===== src/rtl/exu_pkg.sv =====
package exu_pkg;
    typedef enum logic [2:0] {
        S_IDLE  = 3'd0,
        S_RD_H  = 3'd1,
        S_WT_H  = 3'd2,
        S_WT_L  = 3'd3,
        S_PUSH  = 3'd4
    } exu_state_e;
endpackage


===== src/rtl/exu_ctrl.sv =====
module exu_ctrl
    import exu_pkg::*;
#(
    parameter int AW = 16,
    parameter int NW = 8
) (
    input  logic            clk,
    input  logic            rst_n,
    input  logic            hw_req_i,
    input  logic [NW-1:0]   hw_num_i,
    input  logic            sw_req_i,
    input  logic [NW-1:0]   sw_num_i,
    input  logic            sp_ld_i,
    input  logic            er_ld_i,
    input  logic [AW-1:0]   ld_val_i,
    input  logic [AW-1:0]   mem_rdata_i,
    output exu_state_e      state_o,
    output logic [AW-1:0]   pc_o,
    output logic [AW-1:0]   er_o,
    output logic [AW-1:0]   sp_o,
    output logic [NW-1:0]   num_o,
    output logic            done_o,
    output logic            fatal_o
);
    typedef struct packed {
        exu_state_e    st;
        logic [AW-1:0] pc;
        logic [AW-1:0] er;
        logic [AW-1:0] sp;
        logic [NW-1:0] num;
        logic          done;
        logic          fatal;
    } ctx_t;

    ctx_t ctx_d, ctx_q;
    logic go;
    logic [NW-1:0] num_sel;

    assign go      = hw_req_i | sw_req_i;
    assign num_sel = hw_req_i ? hw_num_i : sw_num_i;

    always_comb begin
        ctx_d      = ctx_q;
        ctx_d.done = 1'b0;
        unique case (ctx_q.st)
            S_IDLE: begin
                if (sp_ld_i) ctx_d.sp = ld_val_i;
                if (er_ld_i) ctx_d.er = ld_val_i;
                if (go) begin
                    if (ctx_q.er == '0) begin
                        ctx_d.fatal = 1'b1;
                    end else begin
                        ctx_d.sp  = ctx_q.er;
                        ctx_d.num = num_sel;
                        ctx_d.st  = S_RD_H;
                    end
                end
            end
            S_RD_H: begin
                ctx_d.sp = ctx_q.sp + 1'b1;
                ctx_d.st = S_WT_H;
            end
            S_WT_H: begin
                ctx_d.pc = mem_rdata_i;
                ctx_d.sp = ctx_q.sp + 1'b1;
                ctx_d.st = S_WT_L;
            end
            S_WT_L: begin
                ctx_d.er = mem_rdata_i;
                ctx_d.st = S_PUSH;
            end
            S_PUSH: begin
                ctx_d.sp   = ctx_q.sp - 1'b1;
                ctx_d.done = 1'b1;
                ctx_d.st   = S_IDLE;
            end
            default: ctx_d.st = S_IDLE;
        endcase
    end

    always_ff @(posedge clk) begin
        if (!rst_n) begin
            ctx_q <= '{st: S_IDLE, default: '0};
        end else begin
            ctx_q <= ctx_d;
        end
    end

    assign state_o = ctx_q.st;
    assign pc_o    = ctx_q.pc;
    assign er_o    = ctx_q.er;
    assign sp_o    = ctx_q.sp;
    assign num_o   = ctx_q.num;
    assign done_o  = ctx_q.done;
    assign fatal_o = ctx_q.fatal;


    accept_sp_chk: assert property (@(posedge clk) disable iff (!rst_n)
        (ctx_q.st == S_IDLE && go && ctx_q.er != '0)
        |=> (ctx_q.sp == $past(ctx_q.er) && ctx_q.st == S_RD_H));


    seq_end_chk: assert property (@(posedge clk) disable iff (!rst_n)
        (ctx_q.st == S_PUSH) |=> (ctx_q.st == S_IDLE && ctx_q.done));


    fatal_hold_chk: assert property (@(posedge clk) disable iff (!rst_n)
        ctx_q.fatal |=> ctx_q.fatal);


    er_hold_chk: assert property (@(posedge clk) disable iff (!rst_n)
        (ctx_q.st != S_IDLE && ctx_q.st != S_WT_L) |=> $stable(ctx_q.er));


    num_hold_chk: assert property (@(posedge clk) disable iff (!rst_n)
        (ctx_q.st != S_IDLE) |=> $stable(ctx_q.num));
endmodule


===== src/rtl/exu_memport.sv =====
module exu_memport
    import exu_pkg::*;
#(
    parameter int AW = 16,
    parameter int NW = 8
) (
    input  logic            clk,
    input  logic            rst_n,
    input  exu_state_e      state_i,
    input  logic [AW-1:0]   sp_i,
    input  logic [NW-1:0]   num_i,
    input  logic            fatal_i,
    output logic            mem_req_o,
    output logic            mem_we_o,
    output logic [AW-1:0]   mem_addr_o,
    output logic [AW-1:0]   mem_wdata_o
);
    localparam int PAD = AW - NW;

    always_comb begin
        mem_req_o   = 1'b0;
        mem_we_o    = 1'b0;
        mem_addr_o  = sp_i;
        mem_wdata_o = {{PAD{1'b0}}, num_i};
        unique case (state_i)
            S_RD_H, S_WT_H: mem_req_o = 1'b1;
            S_PUSH: begin
                mem_req_o  = 1'b1;
                mem_we_o   = 1'b1;
                mem_addr_o = sp_i - 1'b1;
            end
            default: ;
        endcase
    end


    we_req_chk: assert property (@(posedge clk) disable iff (!rst_n)
        mem_we_o |-> mem_req_o);


    fatal_quiet_chk: assert property (@(posedge clk) disable iff (!rst_n)
        $rose(fatal_i) |-> !mem_req_o);
endmodule


===== src/rtl/exc_unwind.sv =====
module exc_unwind
    import exu_pkg::*;
#(
    parameter int AW = 16,
    parameter int NW = 8
) (
    input  logic            clk,
    input  logic            rst_n,
    input  logic            hw_req_i,
    input  logic [NW-1:0]   hw_num_i,
    input  logic            sw_req_i,
    input  logic [NW-1:0]   sw_num_i,
    input  logic            sp_ld_i,
    input  logic            er_ld_i,
    input  logic [AW-1:0]   ld_val_i,
    output logic            mem_req_o,
    output logic            mem_we_o,
    output logic [AW-1:0]   mem_addr_o,
    output logic [AW-1:0]   mem_wdata_o,
    input  logic [AW-1:0]   mem_rdata_i,
    output logic [AW-1:0]   pc_o,
    output logic [AW-1:0]   er_o,
    output logic [AW-1:0]   sp_o,
    output logic            busy_o,
    output logic            done_o,
    output logic            fatal_o
);
    exu_state_e      state;
    logic [NW-1:0]   num;

    exu_ctrl #(.AW(AW), .NW(NW)) u_ctrl (
        .clk        (clk),
        .rst_n      (rst_n),
        .hw_req_i   (hw_req_i),
        .hw_num_i   (hw_num_i),
        .sw_req_i   (sw_req_i),
        .sw_num_i   (sw_num_i),
        .sp_ld_i    (sp_ld_i),
        .er_ld_i    (er_ld_i),
        .ld_val_i   (ld_val_i),
        .mem_rdata_i(mem_rdata_i),
        .state_o    (state),
        .pc_o       (pc_o),
        .er_o       (er_o),
        .sp_o       (sp_o),
        .num_o      (num),
        .done_o     (done_o),
        .fatal_o    (fatal_o)
    );

    exu_memport #(.AW(AW), .NW(NW)) u_mem (
        .clk        (clk),
        .rst_n      (rst_n),
        .state_i    (state),
        .sp_i       (sp_o),
        .num_i      (num),
        .fatal_i    (fatal_o),
        .mem_req_o  (mem_req_o),
        .mem_we_o   (mem_we_o),
        .mem_addr_o (mem_addr_o),
        .mem_wdata_o(mem_wdata_o)
    );

    assign busy_o = (state != S_IDLE);


    done_idle_chk: assert property (@(posedge clk) disable iff (!rst_n)
        done_o |-> !busy_o);
endmodule


===== config.mk =====
export PLATFORM = sky130hd
export DESIGN_NAME = exc_unwind
export DESIGN_NICKNAME = d
export VERILOG_FILES = /design/src/rtl/exu_pkg.sv /design/src/rtl/exu_ctrl.sv /design/src/rtl/exu_memport.sv /design/src/rtl/exc_unwind.sv
export SDC_FILE = /design/constraint.sdc
export NUM_CORES = 1
export LEC_CHECK = 0
export ABC_CLOCK_PERIOD_IN_PS = 2600
export BUFFER_PORTS_ARGS = -buffer_cell sky130_fd_sc_hd__buf_2
export CORE_MARGIN = 8
export CORE_UTILIZATION = 51
export CTS_CLUSTER_DIAMETER = 150
export DETAILED_ROUTE_END_ITERATION = 10
export PLACE_DENSITY = 0.81
export SETUP_SLACK_MARGIN = 0.1
export SYNTH_ARGS = -nofsm -noshare
export SYNTH_HDL_FRONTEND = slang
export SYNTH_SLANG_ARGS = --single-unit

===== constraint.sdc =====
create_clock -name clk -period 2.6 [get_ports clk]
set_clock_uncertainty 0.05 [all_clocks]
set_input_delay 0.26 -clock clk [delete_from_list [all_inputs] [get_ports clk]]
set_output_delay 0.26 -clock clk [all_outputs]
set_load 0.05 [all_outputs]

==> results of run 1 <==
[per-stage QoR]
stage	worst slack (ns)	cells	total power, W
after CTS	0.0921	737	0.00490
after global placement	0.252	715	0.00390
after global routing	0.0529	738	0.00523
after floorplan	0.0534	515	0.00337
final	0.142	738	0.00495
after detailed placement	0.215	715	0.00396
[area by class of cell]
cell class	instances	area (um^2)
Clock buffer	10	128
Multi-Input combinational cell	387	2710
Clock inverter	6	62.6
Tap cell	102	128
Sequential cell	61	1230
Timing Repair Buffer	161	927
Fill cell	634	2490
Inverter	11	46.3
[cell families after synthesis]
family / count (synthesis) / synth area share
AND/OR/NAND/NOR: 174 / 0.207
AO/OA/AOI/OAI: 138 / 0.250
buffers and inverters: 67 / 0.0827
flip-flops: 61 / 0.300
multiplexers: 39 / 0.0966
XOR/XNOR: 24 / 0.0517
adder cells (fa/ha/maj): 4 / 0.0117
other: 1 / 0.000922
[synthesized netlist by cell type, types with 2 or more instances]
library cell	n	area (um^2)
a211o_1	2	17.5
a211oi_1	3	22.5
a21boi_0	16	120
a21o_1	2	15.0
a21oi_1	15	75.1
a22oi_1	2	15.0
a31oi_1	8	50.1
a41oi_1	2	17.5
and3_1	2	12.5
buf_1	2	7.51
buf_2	23	115
buf_4	13	97.6
clkbuf_1	17	63.8
dfxtp_1	61	1220
ha_1	3	37.5
inv_1	10	37.5
mux2_2	2	22.5
mux2i_1	37	370
nand2_1	92	345
nand2b_1	2	12.5
nand3_1	2	10.0
nand4_1	5	31.3
nor2_1	21	78.8
nor3_1	13	65.1
nor4_1	14	87.6
nor4_2	3	37.5
o211a_1	24	240
o211ai_1	19	143
o21a_1	2	15.0
o21ai_0	20	100
o21ai_1	2	10.0
o22ai_1	6	37.5
o31a_1	4	35.0
or2_2	3	18.8
or3_1	4	25.0
or3b_1	2	17.5
or4_4	2	22.5
xnor2_1	16	140
xor2_1	8	70.1
[per-layer routing]
metal / share of wire / global-route usage
met5: 0 / 0
met2: 0.45 / 0.358
met4: 0.022 / 0.0805
met3: 0.10 / 0.0847
met1: 0.42 / 0.279
[where the power goes]
group / internal [W] / switching (W)
combinational: 0.000915 / 0.00188
clock: 0.000441 / 0.000386
sequential: 0.00111 / 0.000215
total: 0.00246 / 0.00249
[state kept, by name, summed over array words and instances (netlist names)]
register / flops
u_ctrl.er_o: 16
u_ctrl.num_o: 8
u_ctrl.done_o: 1
u_ctrl.sp_o: 16
u_ctrl.fatal_o: 1
u_ctrl.pc_o: 16
u_ctrl.state_o: 3
[worst max-delay path: stages (launching register included)]
cell and delay [ns]:
dfxtp_4 0.38, inv_4 0.06, ha_4 0.13, or3b_4 0.38, or3_4 0.37, nor2_4 0.16
xor2_4 0.15, buf_6 0.17
[worst paths after layout]
path | slack (ns) | cells after the start | end | from
min | 0.13 | 3 | u_ctrl.pc_o[10] | mem_rdata_i[10]
max reg2reg | 0.34 | 6 | u_ctrl.sp_o[15] | u_ctrl.sp_o[2]
min reg2reg | 0.41 | 2 | u_ctrl.pc_o[13] | u_ctrl.pc_o[13]
max | 0.14 | 7 | mem_addr_o[14] | u_ctrl.sp_o[0]
[what timing repair did]
| item | in CTS | in global routing |
|---|---|---|
| setup endpoints to repair | 8 | 9 |
| resized for setup | 16 | 12 |
| buffers inserted | 6 | 1 |
| endpoints found under the hold margin | 0 | 0 |
| pin swaps | 5 | 3 |
| cloned | 0 | 0 |
==> results.json, run 1 <==
{
  "outcome": "finished, final reports clean",
  "grt_pass1_vias": 4322,
  "async_flop_share": 0,
  "fmax_mhz": 407,
  "hold_violations": 0,
  "fin_crit_sh": 0.945,
  "ys_ff_latch": 61,
  "gp_congestion": 0.863,
  "yosysWarnings": 0,
  "initial_utilization": 0.527,
  "drt_pass1_iterations": 5,
  "antenna_left": 0,
  "clock_latency_ns": 0.34,
  "synth_edf_count": 0,
  "track_usage": 0.228,
  "cts-root-buf": "clkbuf_8",
  "syn_to_final_growth_pct": 28.6,
  "ctsHoldBuffers": 0,
  "ctsLongestPathBuffers": 2,
  "setup-violations-final": 0,
  "die-area_um2": 11100,
  "setup_tns_ns": 0,
  "grt_max_degree": 36,
  "final_common_cell": "buf_2",
  "hold_path.class": "in2reg",
  "synth_ff_type": "dfxtp_1",
  "worst_slew_pin_slew_ns": 0.959,
  "h-tree-depth": 3,
  "rows": 32,
  "critPathKind": "reg2out",
  "min_period_ns": 2.46,
  "end_kind": "primary output",
  "drt_wl_total_um": 12900,
  "drtIter0Drc": 259,
  "drc": 0,
  "powerDensity_nw_per_um2": 945,
  "vias": 4328,
  "coreArea_um2": 7730,
  "startpoint_type": "flop",
  "final_nets": 688,
  "die_h_um": 105,
  "maxSlewViolCount": 0,
  "hold_ws_ns": 0.129,
  "cts.clk_slew.worst_paths_ns": 0.07,
  "viasPerCell": 5.86,
  "io_buffers": 130,
  "cts_tree": "yes",
  "grt_pass1_wl_um": 21200,
  "syn_area_um2": 4070,
  "synth_cell_types": 63,
  "post-route-cell-area_um2": 5230,
  "p_leak_nw": 2.62,
  "die_w_um": 105,
  "cts_sinks": 61,
  "drv_cap": 0,
  "slew-limit-headroom": 0.358,
  "io_pins": 139,
  "place_area_um2": 4870,
  "antenna_cells": 0,
  "wl_per_cell_um": 17.5,
  "required_ns": 2.29,
  "cts_buffers": 9,
  "rsz0062_at_grt": "yes",
  "irDropWorstVdd_v": 0.000600,
  "cp.arrival_ns": 2.15,
  "syn_inst": 508,
  "layout_common_cells": "buf_2 (122), nand2_1 (92), dfxtp_1 (58)",
  "synth_area_per_cell_um2": 8.01,
  "overflow": 0,
  "layout-drive-gt1-share": 0.340,
  "ys_seq_area_frac": 0.300,
  "cp_max_fo": 5,
  "antenna_found_initial": 0,
  "fin_util": 0.677,
  "dpl.hpwl_um": 9700
}
Power figures use the tool's default switching activity.
==> inputs of run 2 (changes only) <==
Settings changed: MAX_ROUTING_LAYER set to met4.
==> run 2 against run 1 <==
Clock power about the same; sequential share of layout area about the same; routed wire length down 0.11%; non-clock buffer count stayed put; first-iteration DRC count up 20%; core utilization decreased by 0.13 points; combinational power hardly changed; critical endpoint unchanged; largest power group unchanged.
==> results.json, run 2 (synthesized netlist as in run 1, its figures left out) <==
{
  "grt_pass1_wl_um": 21100,
  "grt_pass1_vias": 4318,
  "rsz0062_at_grt": "yes",
  "coreArea_um2": 7730,
  "holdPathStages": 3,
  "final_nets": 688,
  "io_pins": 139,
  "drt_wl_total_um": 12900,
  "max_stage_delay_ns": 0.38,
  "fin_ws_ns": 0.136,
  "hold_violations": 0,
  "post-route-cell-area_um2": 5220,
  "setup_tns_ns": 0,
  "overflow": 0,
  "antenna_left": 0,
  "cts_tree": "yes",
  "slew-limit-headroom": 0.350,
  "die-area_um2": 11100,
  "cp.arrival_ns": 2.15,
  "dpl.hpwl_um": 9700,
  "cts_sinks": 61,
  "post-place-ws_ns": 0.215,
  "fmax_mhz": 406,
  "p_leak_nw": 2.62,
  "fin_crit_sh": 0.948,
  "rows": 32,
  "drv_cap": 0,
  "crit_chain": "inv_4 -> ha_4 -> or3b_4 -> or3_4 -> nor2_4 -> xor2_4 -> buf_6",
  "powerDensity_nw_per_um2": 946,
  "antenna_found_initial": 0,
  "hold_path.class": "in2reg",
  "cp_max_fo": 5,
  "gp_congestion": 0.877,
  "setup-violations-final": 0,
  "antenna_cells": 0,
  "worst_slew_pin_slew_ns": 0.972,
  "critPathKind": "reg2out",
  "vias": 4344,
  "drt_pass1_iterations": 5,
  "layout_common_cells": "buf_2 (122), nand2_1 (92), dfxtp_1 (59)",
  "required_ns": 2.29,
  "min_period_ns": 2.46,
  "drc": 0,
  "track_usage": 0.234,
  "clock_latency_ns": 0.34,
  "outcome": "finished, final reports clean",
  "syn_to_final_growth_pct": 28.4,
  "initial_utilization": 0.527,
  "drtIter0Drc": 311,
  "ctsHoldBuffers": 0,
  "viasPerCell": 5.89,
  "fin_cells": 738,
  "place_area_um2": 4870,
  "final_common_cell": "buf_2",
  "cts.clk_slew.worst_paths_ns": 0.07,
  "layout-drive-gt1-share": 0.338,
  "cts_buffers": 9,
  "worstRegToRegCells": 6,
  "maxSlewViolCount": 0,
  "place_inst": 715,
  "die_w_um": 105,
  "die_h_um": 105,
  "slowest_stage": "dfxtp_4",
  "end_kind": "primary output",
  "wl_per_cell_um": 17.5,
  "cts-root-buf": "clkbuf_8",
  "h-tree-depth": 3,
  "startpoint_type": "flop",
  "irDropWorstVdd_v": 0.000602,
  "grt_max_degree": 36,
  "io_buffers": 130,
  "ctsLongestPathBuffers": 2
}
==> run 2: cell count changes in the layout (fill, tap and decap cells not counted) <==
cell      delta
buf_4        -1
dfxtp_1      +1
clkbuf_4     +1
nor4_2       +1
dfxtp_2      -1
nor4_4       -1
==> run 2: layout make-up <==
| type | count | area, um^2 |
|---|---|---|
| Clock buffer | 10 | 128 |
| Clock inverter | 6 | 62.6 |
| Fill cell | 635 | 2500 |
| Sequential cell | 61 | 1230 |
| Inverter | 11 | 46.3 |
| Tap cell | 102 | 128 |
| Multi-Input combinational cell | 387 | 2700 |
| Timing Repair Buffer | 161 | 927 |
==> run 2: critical path, delay by kind of cell, from the launching register on <==
| kind | cells | cell delay, ns |
|---|---|---|
| xor gates and xnor gates | 1 | 0.15 |
| and+or+nand+nor | 3 | 0.92 |
| buffers and inverters | 2 | 0.23 |
| adders and majority gates | 1 | 0.13 |
| DFF | 1 | 0.38 |
==> run 2: power breakdown <==
group | internal [W] | switching (W) | total, W
clock network | 0.000441 | 0.000389 | 0.000830
logic | 0.000914 | 0.00188 | 0.00279
registers | 0.00110 | 0.000214 | 0.00132
total | 0.00246 | 0.00248 | 0.00494
==> run 2: what timing repair did <==
action,4_1_cts,5_1_grt
setup buffers,6,1
endpoints found under the setup margin,8,9
pin swaps,5,3
resized for setup,16,9
==> run 2: worst paths after layout <==
check,start,to,slack [ns]
setup / recovery,u_ctrl.sp_o[0],mem_addr_o[14],0.14
hold / removal,mem_rdata_i[10],u_ctrl.pc_o[10],0.13
setup reg to reg,u_ctrl.sp_o[2],u_ctrl.sp_o[15],0.34
hold reg to reg,u_ctrl.pc_o[1],u_ctrl.pc_o[1],0.42
==> run 2: metrics by stage <==
step           total power (W)  utilization  hold WS [ns]
2_1_floorplan          0.00337            -         0.355
3_3_place_gp           0.00390        0.630         0.398
3_5_place_dp           0.00396        0.630         0.409
4_1_cts                0.00490        0.671         0.117
5_1_grt                0.00522        0.676         0.116
6_report               0.00494        0.676         0.126
==> run 2: layer usage <==
metal,track usage,vias up,part of all wire
met3,0.0591,26,0.090
met4,0.0826,0,0.020
met1,0.290,2006,0.43
li1,-,2069,-
met5,-,-,0
met2,0.361,243,0.46
==> inputs of run 3 (changes only) <==
--- a/constraint.sdc
+++ b/constraint.sdc
@@ -3,3 +3,3 @@
 set_input_delay 0.26 -clock clk [delete_from_list [all_inputs] [get_ports clk]]
 set_output_delay 0.26 -clock clk [all_outputs]
-set_load 0.05 [all_outputs]
+set_load 0.005 [all_outputs]
==> run 3 against run 2 <==
Final cell count shrank 1.5%; first-iteration DRC count grew 11%; combinational power shrank 35%; sequential power is essentially flat; critical path type unchanged.
==> results.json, run 3 (synthesized netlist as in run 1, its figures left out) <==
{
  "syn_to_final_growth_pct": 23.2,
  "cts_sinks": 61,
  "die_w_um": 105,
  "ff_latch_area_um2": 1220,
  "io_pins": 139,
  "clockPowerShare": 0.222,
  "worst_slew_pin_slew_ns": 1.18,
  "layout-drive-gt1-share": 0.310,
  "timing.rr.start": "u_ctrl.er_o[0]",
  "io_buffers": 130,
  "initial_utilization": 0.527,
  "min_from": "mem_rdata_i[2]",
  "cts_tree": "yes",
  "p_leak_nw": 2.53,
  "setup-violations-final": 0,
  "antenna_found_initial": 0,
  "required_ns": 2.29,
  "switching_share": 0.410,
  "fmax_mhz": 411,
  "coreArea_um2": 7730,
  "grt_pass1_vias": 4213,
  "power_frac_comb": 0.444,
  "dpl.hpwl_um": 10100,
  "antenna_cells": 0,
  "cts.clk_slew.worst_paths_ns": 0.07,
  "setup_tns_ns": 0,
  "cp.arrival_ns": 2.12,
  "n_fill_cell": 655,
  "holdPathStages": 3,
  "h-tree-depth": 3,
  "crit_chain": "inv_1 -> ha_4 -> or3b_1 -> or3_4 -> nor2_1 -> xor2_1 -> buf_2",
  "timing.rr.end": "u_ctrl.sp_o[5]",
  "hold_path.class": "in2reg",
  "die_h_um": 105,
  "antenna_left": 0,
  "outcome": "finished, final reports clean",
  "multi_input_area_um2": 2610,
  "rows": 32,
  "cts_buffers": 9,
  "worstRegToRegCells": 6,
  "fin_cells": 727,
  "cp_max_fo": 3,
  "fin_util": 0.649,
  "max_stage_delay_ns": 0.38,
  "ctsLongestPathBuffers": 2,
  "critPathTopFamily": "simple AND/OR/NAND/NOR gates",
  "die-area_um2": 11100,
  "end_kind": "primary output",
  "rsz0062_at_grt": "no",
  "fin_crit_sh": 0.935,
  "maxSlewViolCount": 0,
  "wl_per_cell_um": 18.5,
  "p_switching_w": 0.00166,
  "final_nets": 677,
  "r2r_slack_ns": 0.26,
  "powerDensity_nw_per_um2": 807,
  "place_inst": 711,
  "hold_end": "u_ctrl.pc_o[2]",
  "drv_cap": 0,
  "grt_max_degree": 41,
  "grt_pass1_wl_um": 21300,
  "slowest_stage": "or3b_1",
  "clock_latency_ns": 0.35,
  "viasPerCell": 5.89,
  "slew-limit-headroom": 0.216,
  "irDropWorstVdd_v": 0.000536,
  "hold_ws_ns": 0.122,
  "cts_setup_buffers": 0,
  "cts-root-buf": "clkbuf_8",
  "vias": 4285,
  "layout_common_cells": "buf_2 (130), nand2_1 (92), dfxtp_1 (58)",
  "drt_pass1_iterations": 5,
  "overflow": 0,
  "drc": 0,
  "p_int_w": 0.00239,
  "gp_congestion": 0.874,
  "hold_violations": 0,
  "critical_path_buf_inv_count": 2,
  "startpoint_type": "flop",
  "track_usage": 0.240,
  "min_period_ns": 2.43,
  "drtIter0Drc": 345,
  "seq_power_share": 0.334,
  "final_common_cell": "buf_2",
  "critPathKind": "reg2out",
  "drt_wl_total_um": 13400
}
run 3: cell count changes in the layout (fill, tap and decap cells not counted), moves of 3 or more:
cell | previous run | this run
buf_2 | 122 | 130
buf_4 | 31 | 20
buf_6 | 3 | 0
clkbuf_4 | 4 | 0
dfxtp_2 | 0 | 3
inv_4 | 3 | 0
xnor2_1 | 13 | 16
xnor2_2 | 3 | 0
xor2_1 | 4 | 8
run 3: worst max-delay path by stage:
stage,depth (start not counted),start,to
final,7,u_ctrl.sp_o[0],mem_addr_o[14]
after global routing,5,u_ctrl.sp_o[2],mem_addr_o[15]
after CTS,7,u_ctrl.sp_o[0],mem_addr_o[8]
after detailed placement,6,u_ctrl.er_o[0],u_ctrl.sp_o[5]
after global placement,6,u_ctrl.er_o[0],u_ctrl.sp_o[5]
after floorplan,8,u_ctrl.sp_o[0],mem_addr_o[14]
run 3: repair_timing:
action	4_1_cts	5_1_grt
pin swaps	0	1
gates cloned	0	0
gates resized for setup	3	12
hold buffers	0	0
setup endpoints to repair	3	9
run 3: stage by stage:
| step | setup slack (ns) | total power, W | area (um^2) |
|---|---|---|---|
| 2_1_floorplan | 0.379 | 0.00248 | 4100 |
| 3_3_place_gp | 0.420 | 0.00304 | 4730 |
| 3_5_place_dp | 0.298 | 0.00307 | 4730 |
| 4_1_cts | 0.102 | 0.00398 | 4960 |
| 5_1_grt | 0.0950 | 0.00428 | 5010 |
| 6_report | 0.168 | 0.00405 | 5010 |
run 3: worst min-delay path: cells and delay by family:
kind,cells,cell delay (ns)
AO/OA/AOI/OAI,1,0.06
AND/OR/NAND/NOR,1,0.05
buffers and inverters,1,0.11
run 3: routing by layer:
layer	global-route usage	routed length (um)	up-vias
li1	-	-	2048
met1	0.296	5730	1978
met3	0.0603	1310	22
met2	0.366	6150	237
met4	0.0928	249	0
met5	-	0	-
run 3: cell type report:
type	instances	area share
Clock inverter	5	0.0117
Tap cell	102	0.0254
Sequential cell	61	0.244
Timing Repair Buffer	150	0.160
Multi-Input combinational cell	387	0.520
Inverter	11	0.00823
Clock buffer	11	0.0302
run 3: power groups by stage:
| stage | combinational, W | clock, W | sequential, W |
|---|---|---|---|
| after floorplan | 0.00123 | 0 | 0.00125 |
| after global placement | 0.00170 | 0 | 0.00134 |
| after detailed placement | 0.00172 | 0 | 0.00135 |
| after CTS | 0.00175 | 0.000897 | 0.00133 |
| after global routing | 0.00196 | 0.000939 | 0.00138 |
| final | 0.00180 | 0.000897 | 0.00135 |
